`config.mk`:
```
export PLATFORM = sky130hd
export DESIGN_NAME = pred_define_unit
export DESIGN_NICKNAME = d
export VERILOG_FILES = /design/src/rtl/pdu_pkg.sv /design/src/rtl/pdu_compare.sv /design/src/rtl/pdu_define_slot.sv /design/src/rtl/pdu_pred_file.sv /design/src/rtl/pred_define_unit.sv
export SDC_FILE = /design/constraint.sdc
export NUM_CORES = 1
export LEC_CHECK = 0
export ABC_AREA = 1
export BUFFER_PORTS_ARGS = -buffer_cell sky130_fd_sc_hd__buf_4
export CORE_UTILIZATION = 50
export CTS_CLUSTER_SIZE = 24
export DETAILED_ROUTE_END_ITERATION = 8
export GPL_TIMING_DRIVEN = 0
export PLACE_DENSITY = 0.84
export SETUP_SLACK_MARGIN = 0.15
export SLEW_MARGIN = 0
export SYNTH_ARGS = -nofsm -noshare
export SYNTH_HDL_FRONTEND = slang
export SYNTH_SLANG_ARGS = --single-unit
export TNS_END_PERCENT = 30
```
`constraint.sdc`:
```
create_clock -name clk -period 2.2 [get_ports clk]
set_input_delay 0.11 -clock clk [delete_from_list [all_inputs] [get_ports clk]]
set_output_delay 0.11 -clock clk [all_outputs]
set_load 0.02 [all_outputs]
```
`src/rtl/pdu_pkg.sv`:
```
package pdu_pkg;

    localparam int unsigned COND_W  = 3;
    localparam int unsigned DTYPE_W = 3;
    localparam int unsigned DST_PER_SLOT = 2;

    typedef enum logic [COND_W-1:0] {
        CMP_EQ = 3'd0,
        CMP_NE = 3'd1,
        CMP_LT = 3'd2,
        CMP_LE = 3'd3,
        CMP_GT = 3'd4,
        CMP_GE = 3'd5
    } cmp_cond_e;

    typedef enum logic [DTYPE_W-1:0] {
        DT_NONE  = 3'd0,
        DT_UNC   = 3'd1,
        DT_UNC_N = 3'd2,
        DT_OR    = 3'd3,
        DT_OR_N  = 3'd4,
        DT_AND   = 3'd5,
        DT_AND_N = 3'd6
    } def_type_e;

    // Request one destination makes on the predicate file
    typedef struct packed {
        logic wr;   // unconditional write
        logic val;  // value for unconditional write
        logic set;  // wired-or set
        logic clr;  // wired-and clear
    } act_t;

    function automatic act_t pdu_action(def_type_e t, logic guard, logic res);
        act_t a;
        a = '0;
        case (t)
            DT_UNC: begin
                a.wr  = 1'b1;
                a.val = guard & res;
            end
            DT_UNC_N: begin
                a.wr  = 1'b1;
                a.val = guard & ~res;
            end
            DT_OR:    a.set = guard & res;
            DT_OR_N:  a.set = guard & ~res;
            DT_AND:   a.clr = guard & ~res;
            DT_AND_N: a.clr = guard & res;
            default:  a = '0;
        endcase
        return a;
    endfunction

endpackage

```
`src/rtl/pdu_compare.sv`:
```
module pdu_compare
    import pdu_pkg::*;
#(
    parameter int unsigned DATA_W = 32
) (
    input  logic [DATA_W-1:0] src_a,
    input  logic [DATA_W-1:0] src_b,
    input  cmp_cond_e         cond,
    input  logic              is_signed,
    output logic              result
);
    localparam int unsigned EXT_W = DATA_W + 1;

    logic [EXT_W-1:0] ext_a;
    logic [EXT_W-1:0] ext_b;
    logic             eq;
    logic             lt;

    always_comb begin
        ext_a = {is_signed & src_a[DATA_W-1], src_a};
        ext_b = {is_signed & src_b[DATA_W-1], src_b};
        eq    = (src_a == src_b);
        lt    = ($signed(ext_a) < $signed(ext_b));
        case (cond)
            CMP_EQ:  result = eq;
            CMP_NE:  result = ~eq;
            CMP_LT:  result = lt;
            CMP_LE:  result = lt | eq;
            CMP_GT:  result = ~(lt | eq);
            CMP_GE:  result = ~lt;
            default: result = 1'b0;
        endcase
    end

endmodule

```
`src/rtl/pdu_define_slot.sv`:
```
module pdu_define_slot
    import pdu_pkg::*;
#(
    parameter int unsigned DATA_W = 32
) (
    input  logic                          valid,
    input  logic [DATA_W-1:0]             src_a,
    input  logic [DATA_W-1:0]             src_b,
    input  cmp_cond_e                     cond,
    input  logic                          is_signed,
    input  logic                          guard_val,
    input  def_type_e [DST_PER_SLOT-1:0]  dst_type,
    output act_t      [DST_PER_SLOT-1:0]  act
);
    logic cmp_res;

    pdu_compare #(.DATA_W(DATA_W)) u_cmp (
        .src_a     (src_a),
        .src_b     (src_b),
        .cond      (cond),
        .is_signed (is_signed),
        .result    (cmp_res)
    );

    for (genvar d = 0; d < DST_PER_SLOT; d++) begin : g_dst
        always_comb begin
            if (valid) act[d] = pdu_action(dst_type[d], guard_val, cmp_res);
            else       act[d] = '0;
        end
    end

endmodule

```
`src/rtl/pdu_pred_file.sv`:
```
module pdu_pred_file
    import pdu_pkg::*;
#(
    parameter int unsigned PRED_COUNT = 16,
    parameter int unsigned REQS       = 4,
    localparam int unsigned PIDX_W    = $clog2(PRED_COUNT)
) (
    input  logic                           clk,
    input  logic                           rst,
    input  act_t [REQS-1:0]                req,
    input  logic [REQS-1:0][PIDX_W-1:0]    req_idx,
    output logic [PRED_COUNT-1:0]          pred_q
);
    logic [PRED_COUNT-1:1] state_q;

    assign pred_q = {state_q, 1'b1};

    for (genvar r = 1; r < PRED_COUNT; r++) begin : g_reg
        logic u_hit;
        logic u_val;
        logic any_set;
        logic any_clr;
        logic nxt;

        always_comb begin
            u_hit   = 1'b0;
            u_val   = 1'b0;
            any_set = 1'b0;
            any_clr = 1'b0;
            // descending walk: the lowest position's write is seen last and wins
            for (int k = REQS - 1; k >= 0; k--) begin
                if (req_idx[k] == PIDX_W'(r)) begin
                    if (req[k].wr) begin
                        u_hit = 1'b1;
                        u_val = req[k].val;
                    end
                    any_set = any_set | req[k].set;
                    any_clr = any_clr | req[k].clr;
                end
            end
            if (u_hit)        nxt = u_val;
            else if (any_clr) nxt = 1'b0;
            else if (any_set) nxt = 1'b1;
            else              nxt = state_q[r];
        end

        always_ff @(posedge clk) begin
            if (rst) state_q[r] <= 1'b0;
            else     state_q[r] <= nxt;
        end
    end

endmodule

```
`src/rtl/pred_define_unit.sv`:
```
module pred_define_unit
    import pdu_pkg::*;
#(
    parameter int unsigned PRED_COUNT = 16,
    parameter int unsigned DATA_W     = 32,
    parameter int unsigned SLOTS      = 2,
    parameter int unsigned RD_PORTS   = 2,
    localparam int unsigned PIDX_W    = $clog2(PRED_COUNT)
) (
    input  logic                                           clk,
    input  logic                                           rst,
    input  logic [SLOTS-1:0]                               def_valid,
    input  logic [SLOTS-1:0][DATA_W-1:0]                   def_src_a,
    input  logic [SLOTS-1:0][DATA_W-1:0]                   def_src_b,
    input  logic [SLOTS-1:0][COND_W-1:0]                   def_cond,
    input  logic [SLOTS-1:0]                               def_signed,
    input  logic [SLOTS-1:0][PIDX_W-1:0]                   def_guard,
    input  logic [SLOTS-1:0][DST_PER_SLOT-1:0][PIDX_W-1:0] def_dst_idx,
    input  logic [SLOTS-1:0][DST_PER_SLOT-1:0][DTYPE_W-1:0] def_dst_type,
    input  logic [RD_PORTS-1:0][PIDX_W-1:0]                rd_idx,
    output logic [RD_PORTS-1:0]                            rd_val
);
    localparam int unsigned REQS = SLOTS * DST_PER_SLOT;

    logic [PRED_COUNT-1:0]          pred_q;
    act_t [REQS-1:0]                req;
    logic [REQS-1:0][PIDX_W-1:0]    req_idx;

    for (genvar s = 0; s < SLOTS; s++) begin : g_slot
        def_type_e [DST_PER_SLOT-1:0] types;
        act_t      [DST_PER_SLOT-1:0] acts;

        for (genvar d = 0; d < DST_PER_SLOT; d++) begin : g_map
            assign types[d] = def_type_e'(def_dst_type[s][d]);
            assign req[s*DST_PER_SLOT + d]     = acts[d];
            assign req_idx[s*DST_PER_SLOT + d] = def_dst_idx[s][d];
        end

        pdu_define_slot #(.DATA_W(DATA_W)) u_slot (
            .valid     (def_valid[s]),
            .src_a     (def_src_a[s]),
            .src_b     (def_src_b[s]),
            .cond      (cmp_cond_e'(def_cond[s])),
            .is_signed (def_signed[s]),
            .guard_val (pred_q[def_guard[s]]),
            .dst_type  (types),
            .act       (acts)
        );
    end

    pdu_pred_file #(.PRED_COUNT(PRED_COUNT), .REQS(REQS)) u_file (
        .clk     (clk),
        .rst     (rst),
        .req     (req),
        .req_idx (req_idx),
        .pred_q  (pred_q)
    );

    for (genvar p = 0; p < RD_PORTS; p++) begin : g_rd
        assign rd_val[p] = pred_q[rd_idx[p]];
    end

endmodule

```
==> results.toml, run 1 <==
[global_route]
grt_pass1_vias = 8918
overflow = 0
track_usage_pct = 37.5
antenna_found_initial = 0
grt_max_degree = 11
grt_pass1_wl_mm = 42.5

[place]
io_buffers = 184
hpwl_mm = 20.1
pre_cts_slack_ns = -0.692
placed_area_um2 = 8600
place.gp.congestion = 1.05

[setup_path]
crit_start = "def_src_b[12]"
reg2reg_to = "u_file.pred_q[8]"
ff2ff_setup_slack_ns = -0.34
cp_data_arrival_time_ns = 2.89
path_class = "in2reg"
cp-end-kind = "register"
reg2regPathDepth = 13
path_max_fanout = 7
regToRegStartpoint = "u_file.pred_q[9]"
cp-endpoint = "u_file.pred_q[4]"
cp.required_ns = 2.36
cp-start-kind = "primary input"

[run_status]
violations = "setup timing"
status = "complete, but fails checks"

[die]
die_area_um2 = 13800
row_count = 41
initial_core_util_pct = 51.9
die_y_um = 117
fp.coreArea_um2 = 12800
die_w_um = 117
io_pins = 186

[detailed_routing]
viasPerCell = 5.87
drtIter0Drc = 1363
antenna_left = 0
wl_per_cell_um = 17.7
wirelength_mm = 29.7
drtPass1Iterations = 6
vias = 9873
drc = 0

[pwr]
p_comb_share_pct = 73.2
totalPowerFinal_mw = 2.41
power_switching_mw = 1.12
p_leak_nw = 4.95
p_sw_share_pct = 46.5
seqPwrFrac_pct = 12.1
p_int_mw = 1.29
ir_worst_vdd_v = 0.000175
clkPwrFrac_pct = 14.8
power_density_nw_per_um2 = 241

[final_layout]
fillers = 969
multiInputGateArea_um2 = 6440
largest_reg_flops = 15
final_nets = 1758
stdcell_area_um2 = 10000
drive_gt1_share_pct = 33.3
post-route-util_pct = 78.1
areaGrowthSynthToFinish_pct = 50.5
diodes = 0
seq_area_um2 = 302

[min_path]
holdCritPathClass = "in2reg"

[clock_tree]
htreeDepth = 1
ctsLongestPathBuffers = 2
cts-buffers-inserted = 3
clk_latency_ns = 0.25
clock_sinks = 15
cts_tree = "done"
root_buffer = "clkbuf_16"
cts_hold_buffers = 0
clk_pin_slew_ns = 0.05

[synthesis]
synth_top_area_share_pct = 17.5
syn_area_um2 = 6660
synthTopCellsByArea = "nand2_1 18%, inv_1 14%, nand3_1 13%"
synth_common_cells = "311 x nand2_1, 243 x inv_1, 183 x nor2_1, 172 x nand3_1, 64 x ha_1"
synth_ff_type = "dfxtp_1"
async_flop_share_pct = 0
synth_edf_count = 0
yosysWarningCount = 0
avgSynthCellArea_um2 = 5.16
synth_cell_type_count = 47
ys_seq_elements = 15
yosysMostFrequentCell = "nand2_1"
synth_area_leader_cell = "nand2_1"
synth-seq-area-share_pct = 4.51
syn_nets = 1538
syn_inst = 1290

[timing]
rsz0062_at_grt = "true"
fmaxAchievable_mhz = 367
setup_viol = 15
fin_crit_sh_pct = 124
finClkSkew_ns = 0.00120
tightest_slew_ns = 0.774
slew_headroom_pct = 48.4
finalMaxSlewViolations = 0
finalWorstSetupSlack_ns = -0.528
fin_crit_ns = 2.73
final_hold_viol_count = 0

[job]
drv_cap = 0
## worst max-delay path, cell delays in order
cell,delay [ns]
buf_4,0.11
inv_1,0.08
ha_4,0.21
a21oi_1,0.21
o21ai_1,0.11
a21oi_2,0.20
nand2_4,0.09
nand2_4,0.09
nand3_4,0.11
nand3_2,0.12
nand2_2,0.07
nor2_4,0.20
nand2_8,0.10
nor2_4,0.13
nand2_2,0.08
nand2_4,0.16
buf_12,0.15
o21a_1,0.15
nand2_1,0.07
nand2_1,0.07
nand2_1,0.06
a21oi_2,0.20
## per-stage QoR
step           hold slack [ns]  std cells  setup TNS (ns)
2_1_floorplan            0.383       1290               0
3_3_place_gp             0.538       1646           -8.87
3_5_place_dp             0.534       1646           -8.88
4_1_cts                  0.401       1669           -2.47
5_1_grt                  0.432       1681           -7.80
6_report                 0.416       1681           -6.17
## final cells by class
cell class | instances | share of cell area [%]
Multi-Input combinational cell | 992 | 64.2
Timing Repair Buffer | 215 | 17.5
Inverter | 250 | 9.92
Sequential cell | 15 | 3.01
Buffer | 33 | 2.36
Tap cell | 172 | 2.15
Clock buffer | 4 | 0.787
## placed cells by master, fill, tap and decap left out, types with 31 or more instances in the layout
cell | synthesis | layout
nand2_1 | 311 | 263
inv_1 | 243 | 201
nor2_1 | 183 | 167
inv_2 | 4 | 31
a21oi_1 | 47 | 33
o21ai_0 | 34 | 31
ha_4 | 0 | 50
nand3_2 | 21 | 34
buf_4 | 2 | 185
nor3_1 | 34 | 33
nand3_1 | 172 | 154
nand2_2 | 16 | 42
## worst min path at each step
stage / startpoint / to / slack, ns / cells past startpoint
floorplan: rd_idx[3] / rd_val[0] / 0.38 / 1
global placement: rd_idx[3] / rd_val[0] / 0.54 / 3
detailed placement: rd_idx[3] / rd_val[0] / 0.53 / 3
CTS: rst / u_file.pred_q[7] / 0.40 / 2
global route: rst / u_file.pred_q[7] / 0.43 / 2
finish: rst / u_file.pred_q[7] / 0.42 / 2
## power by group through the flow
stage / Sequential, mW / Combinational [mW] / Clock, mW
6_report: 0.291 / 1.76 / 0.356
5_1_grt: 0.291 / 1.88 / 0.377
4_1_cts: 0.291 / 1.48 / 0.353
3_5_place_dp: 0.295 / 1.30 / 0
3_3_place_gp: 0.295 / 1.28 / 0
2_1_floorplan: 0.290 / 0.782 / 0
## kinds of logic after synthesis
kind of cell    count (synthesis)  share of synthesized area (%)
compound gates                136                           12.4
buf+inv                       283                           16.7
simple gates                  792                           54.3
fa+ha+maj                      64                           12.0
flops                          15                           4.51
## per-layer routing
metal | GRT usage [%] | wire [µm] | vias up
li1 | - | - | 4577
met1 | 46.5 | 10800 | 4390
met2 | 62.8 | 13800 | 728
met3 | 8.41 | 3510 | 178
met4 | 13.7 | 1590 | 0
met5 | 0 | 0 | -
## what timing repair did
action                                  4_1_cts  5_1_grt
pin swaps                                    86       73
cloned                                        2        3
gates resized for setup                     122      112
endpoints found under the setup margin       15       15
buffers inserted                             17        9
Note: power is estimated with default switching activity, not from simulation.
==> run 2: changes to the inputs <==
Settings changed: CTS_BUF_LIST from default to sky130_fd_sc_hd__clkbuf_4 sky130_fd_sc_hd__clkbuf_8, PLACE_DENSITY 0.84 to 0.85, SYNTH_HIERARCHICAL from default to 1.
==> run 2 against run 1 <==
The run still ends with setup timing left. Combinational power down 13%. Area after synthesis fell by 4.9%. Highest routed layer unchanged. Critical path type unchanged. Largest power group unchanged. Cell area shrank 5.2%. Clock power down 24%. Total power decreased by 13%. Largest cell class unchanged. Critical path depth grew 6. Maximum frequency down 8.1%. Worst setup slack worse by 0.24 ns. Sequential cell count did not move.
==> results.toml, run 2 <==
[synthesis]
synthTopCellsByArea = "nand2_1 25%, ha_1 13%, inv_1 12%"
synth_top_area_share_pct = 25.0
synth_edf_count = 0
synth-xor-area-share_pct = 0
synth_area_leader_cell = "nand2_1"
synthSimpleGateAreaFrac_pct = 53.8
yosysWarningCount = 6
ys_seq_elements = 15
synth_ff_type = "dfxtp_1"
syn_inst = 1276
synthAdderAreaFrac_pct = 12.6
synth_common_cells = "421 x nand2_1, 196 x inv_1, 193 x nor2_1, 143 x nand3_1, 64 x ha_1"
synth_cell_type_count = 37
synth-seq-area-share_pct = 4.74
synth_top_family_by_area = "simple AND/OR/NAND/NOR gates"
avgSynthCellArea_um2 = 4.96
synth_compound_area_share_pct = 13.7
syn_area_um2 = 6330
syn_nets = 1524
yosysMostFrequentCell = "nand2_1"
synthMuxAreaShare_pct = 0
async_flop_share_pct = 0

[final_layout]
seq_area_um2 = 300
final_nets = 1741
areaGrowthSynthToFinish_pct = 50.0
fillers = 926
largest_reg_flops = 15
final_cell_mix = "382 x nand2_1, 188 x buf_4, 174 x nor2_1"
diodes = 0
multiInputGateArea_um2 = 6150
post-route-util_pct = 78.1
drive_gt1_share_pct = 31.7
final_common_cell = "nand2_1"

[setup_path]
cp_slowest_cell = "ha_4"
regToRegStartpoint = "u_file/pred_q[3]"
path_delay_family = "simple AND/OR/NAND/NOR gates"
reg2regPathDepth = 19
cp_data_arrival_time_ns = 3.19
cp.required_ns = 2.42
cp-end-kind = "register"
ff2ff_setup_slack_ns = -0.41
reg2reg_to = "u_file/pred_q[15]"
cp_num_buf_inv = 4
cp-start-kind = "primary input"
path_class = "in2reg"
crit_path_max_incr_delay_ns = 0.27
path_max_fanout = 5

[pwr]
p_int_mw = 1.07
seqPwrFrac_pct = 13.8
power_switching_mw = 1.03
p_leak_nw = 4.83
p_comb_share_pct = 73.4
power_density_nw_per_um2 = 221
clkPwrFrac_pct = 12.8
p_sw_share_pct = 48.9
ir_worst_vdd_v = 0.000180

[die]
die_w_um = 115
initial_core_util_pct = 52.1
fp.coreArea_um2 = 12200
die_y_um = 115
io_pins = 186
row_count = 40
die_area_um2 = 13100

[place]
place.gp.congestion = 1.08
pre_cts_slack_ns = -1.07
io_buffers = 181
hpwl_mm = 19.2

[clock_tree]
ctsLongestPathBuffers = 2
clk_latency_ns = 0.27
cts_tree = "done"
cts-buffers-inserted = 3
clock_sinks = 15
clk_pin_slew_ns = 0.08
htreeDepth = 1
root_buffer = "clkbuf_8"

[detailed_routing]
wirelength_mm = 28.2
viasPerCell = 5.76
wl_per_cell_um = 17.0
drtPass1Iterations = 9
vias = 9565
drc = 0
antenna_left = 0
drtIter0Drc = 1344

[timing]
fmaxAchievable_mhz = 337
tightest_slew_ns = 0.691
fin_crit_sh_pct = 135
finClkSkew_ns = 0.00535
setup_tns_ns = -10.36
finalWorstSetupSlack_ns = -0.769
finalMaxSlewViolations = 0
slew_headroom_pct = 54.0
rsz0062_at_grt = "true"
fin_crit_ns = 2.97
hold_ws_ns = 0.0246
setup_viol = 15
final_hold_viol_count = 0

[min_path]
min_path_cells = 2
whs_endpoint = "u_file/pred_q[1]"
holdCritPathClass = "in2reg"
hp-start = "rst"

[global_route]
grt_pass1_wl_mm = 41.9
antenna_found_initial = 0
grt_pass1_vias = 8750
grt_max_degree = 12
track_usage_pct = 40.2
overflow = 0

[run_status]
violations = "setup timing"
status = "complete, but fails checks"

[job]
drv_cap = 0
## run 2: changes by cell type after synthesis, sizes merged, moves of 4 or more
cell / previous run / this run
clkbuf: 13 / 5
nand3: 194 / 148
o21ai: 47 / 53
nand4: 21 / 4
buf: 20 / 14
nor2: 197 / 217
nor4: 4 / 0
or2: 4 / 0
nand2: 331 / 429
o22ai: 1 / 9
inv: 247 / 216
nor3: 35 / 7
o21bai: 1 / 10
a21oi: 54 / 43
## run 2: worst max-delay path by stage
stage                                    to  cells after the start           from  slack (ns)
after floorplan            u_file/pred_q[9]                     26  def_src_b[54]       -0.27
after global placement     u_file/pred_q[3]                     24  def_src_a[16]       -1.02
after detailed placement   u_file/pred_q[4]                     24  def_src_b[17]       -1.07
after CTS                  u_file/pred_q[8]                     27  def_src_a[55]       -0.44
after global routing       u_file/pred_q[4]                     25  def_src_a[47]       -0.91
final                     u_file/pred_q[15]                     28  def_src_b[54]       -0.77
## run 2: what timing repair did
action                                  in CTS  in global routing
endpoints found under the setup margin      15                 15
hold buffers                                 0                  0
gates cloned                                 4                  0
pin swaps                                   43                 43
resized for setup                           89                 85
endpoints found under the hold margin        0                  0
buffers inserted                            25                  2
## run 2: worst reg2reg max path, stage by stage, from the launching register on
cell and delay, ns:
dfxtp_1 0.45, inv_1 0.16, nand2_1 0.09, nand3_1 0.07
nand3_1 0.07, nand3_1 0.06, nand2_1 0.14, inv_1 0.09
nor2_4 0.19, nand3_2 0.10, a21oi_2 0.18, nand2_2 0.11
inv_4 0.16, buf_4 0.15, nand3_1 0.09, o21ai_0 0.14
nor2_1 0.07, nor2_1 0.10, nor2_1 0.05, nor2_1 0.07
## run 2: routing by layer
| layer | share of wire (%) | global-route usage (%) | vias to the layer above |
|---|---|---|---|
| met2 | 45 | 67.9 | 696 |
| met4 | 6.7 | 20.6 | 0 |
| met3 | 12 | 10.2 | 214 |
| met1 | 36 | 47.1 | 4183 |
| li1 | - | - | 4472 |
| met5 | 0 | 0 | - |
## run 2: power groups by stage
stage	sequential [mW]	clock, mW	combinational, mW
floorplan	0.290	0	0.741
global placement	0.295	0	1.22
detailed placement	0.295	0	1.25
CTS	0.288	0.270	1.38
global route	0.290	0.274	1.67
finish	0.290	0.269	1.54
## run 2: cells by family after synthesis
| group | count (synthesis) |
|---|---|
| AND/OR/NAND/NOR | 810 |
| buffers and inverters | 238 |
| AO/OA/AOI/OAI | 148 |
| adder cells (fa/ha/maj) | 64 |
| flip-flops | 15 |
| other | 1 |
## run 2: per-stage QoR
step / instance area [µm²] / cells / power, mW
2_1_floorplan: 6910 / 1276 / 1.03
3_3_place_gp: 8480 / 1625 / 1.51
3_5_place_dp: 8480 / 1625 / 1.54
4_1_cts: 9190 / 1658 / 1.93
5_1_grt: 9500 / 1660 / 2.23
6_report: 9500 / 1660 / 2.10
## run 2: cell type report
type,instances,area share (%)
Multi-Input combinational cell,1025,64.7
Timing Repair Buffer,209,17.8
Inverter,219,9.58
Sequential cell,15,3.16
Tap cell,168,2.21
Buffer,19,1.87
Clock buffer,3,0.435
Timing Repair inverter,1,0.171
Clock inverter,1,0.0527
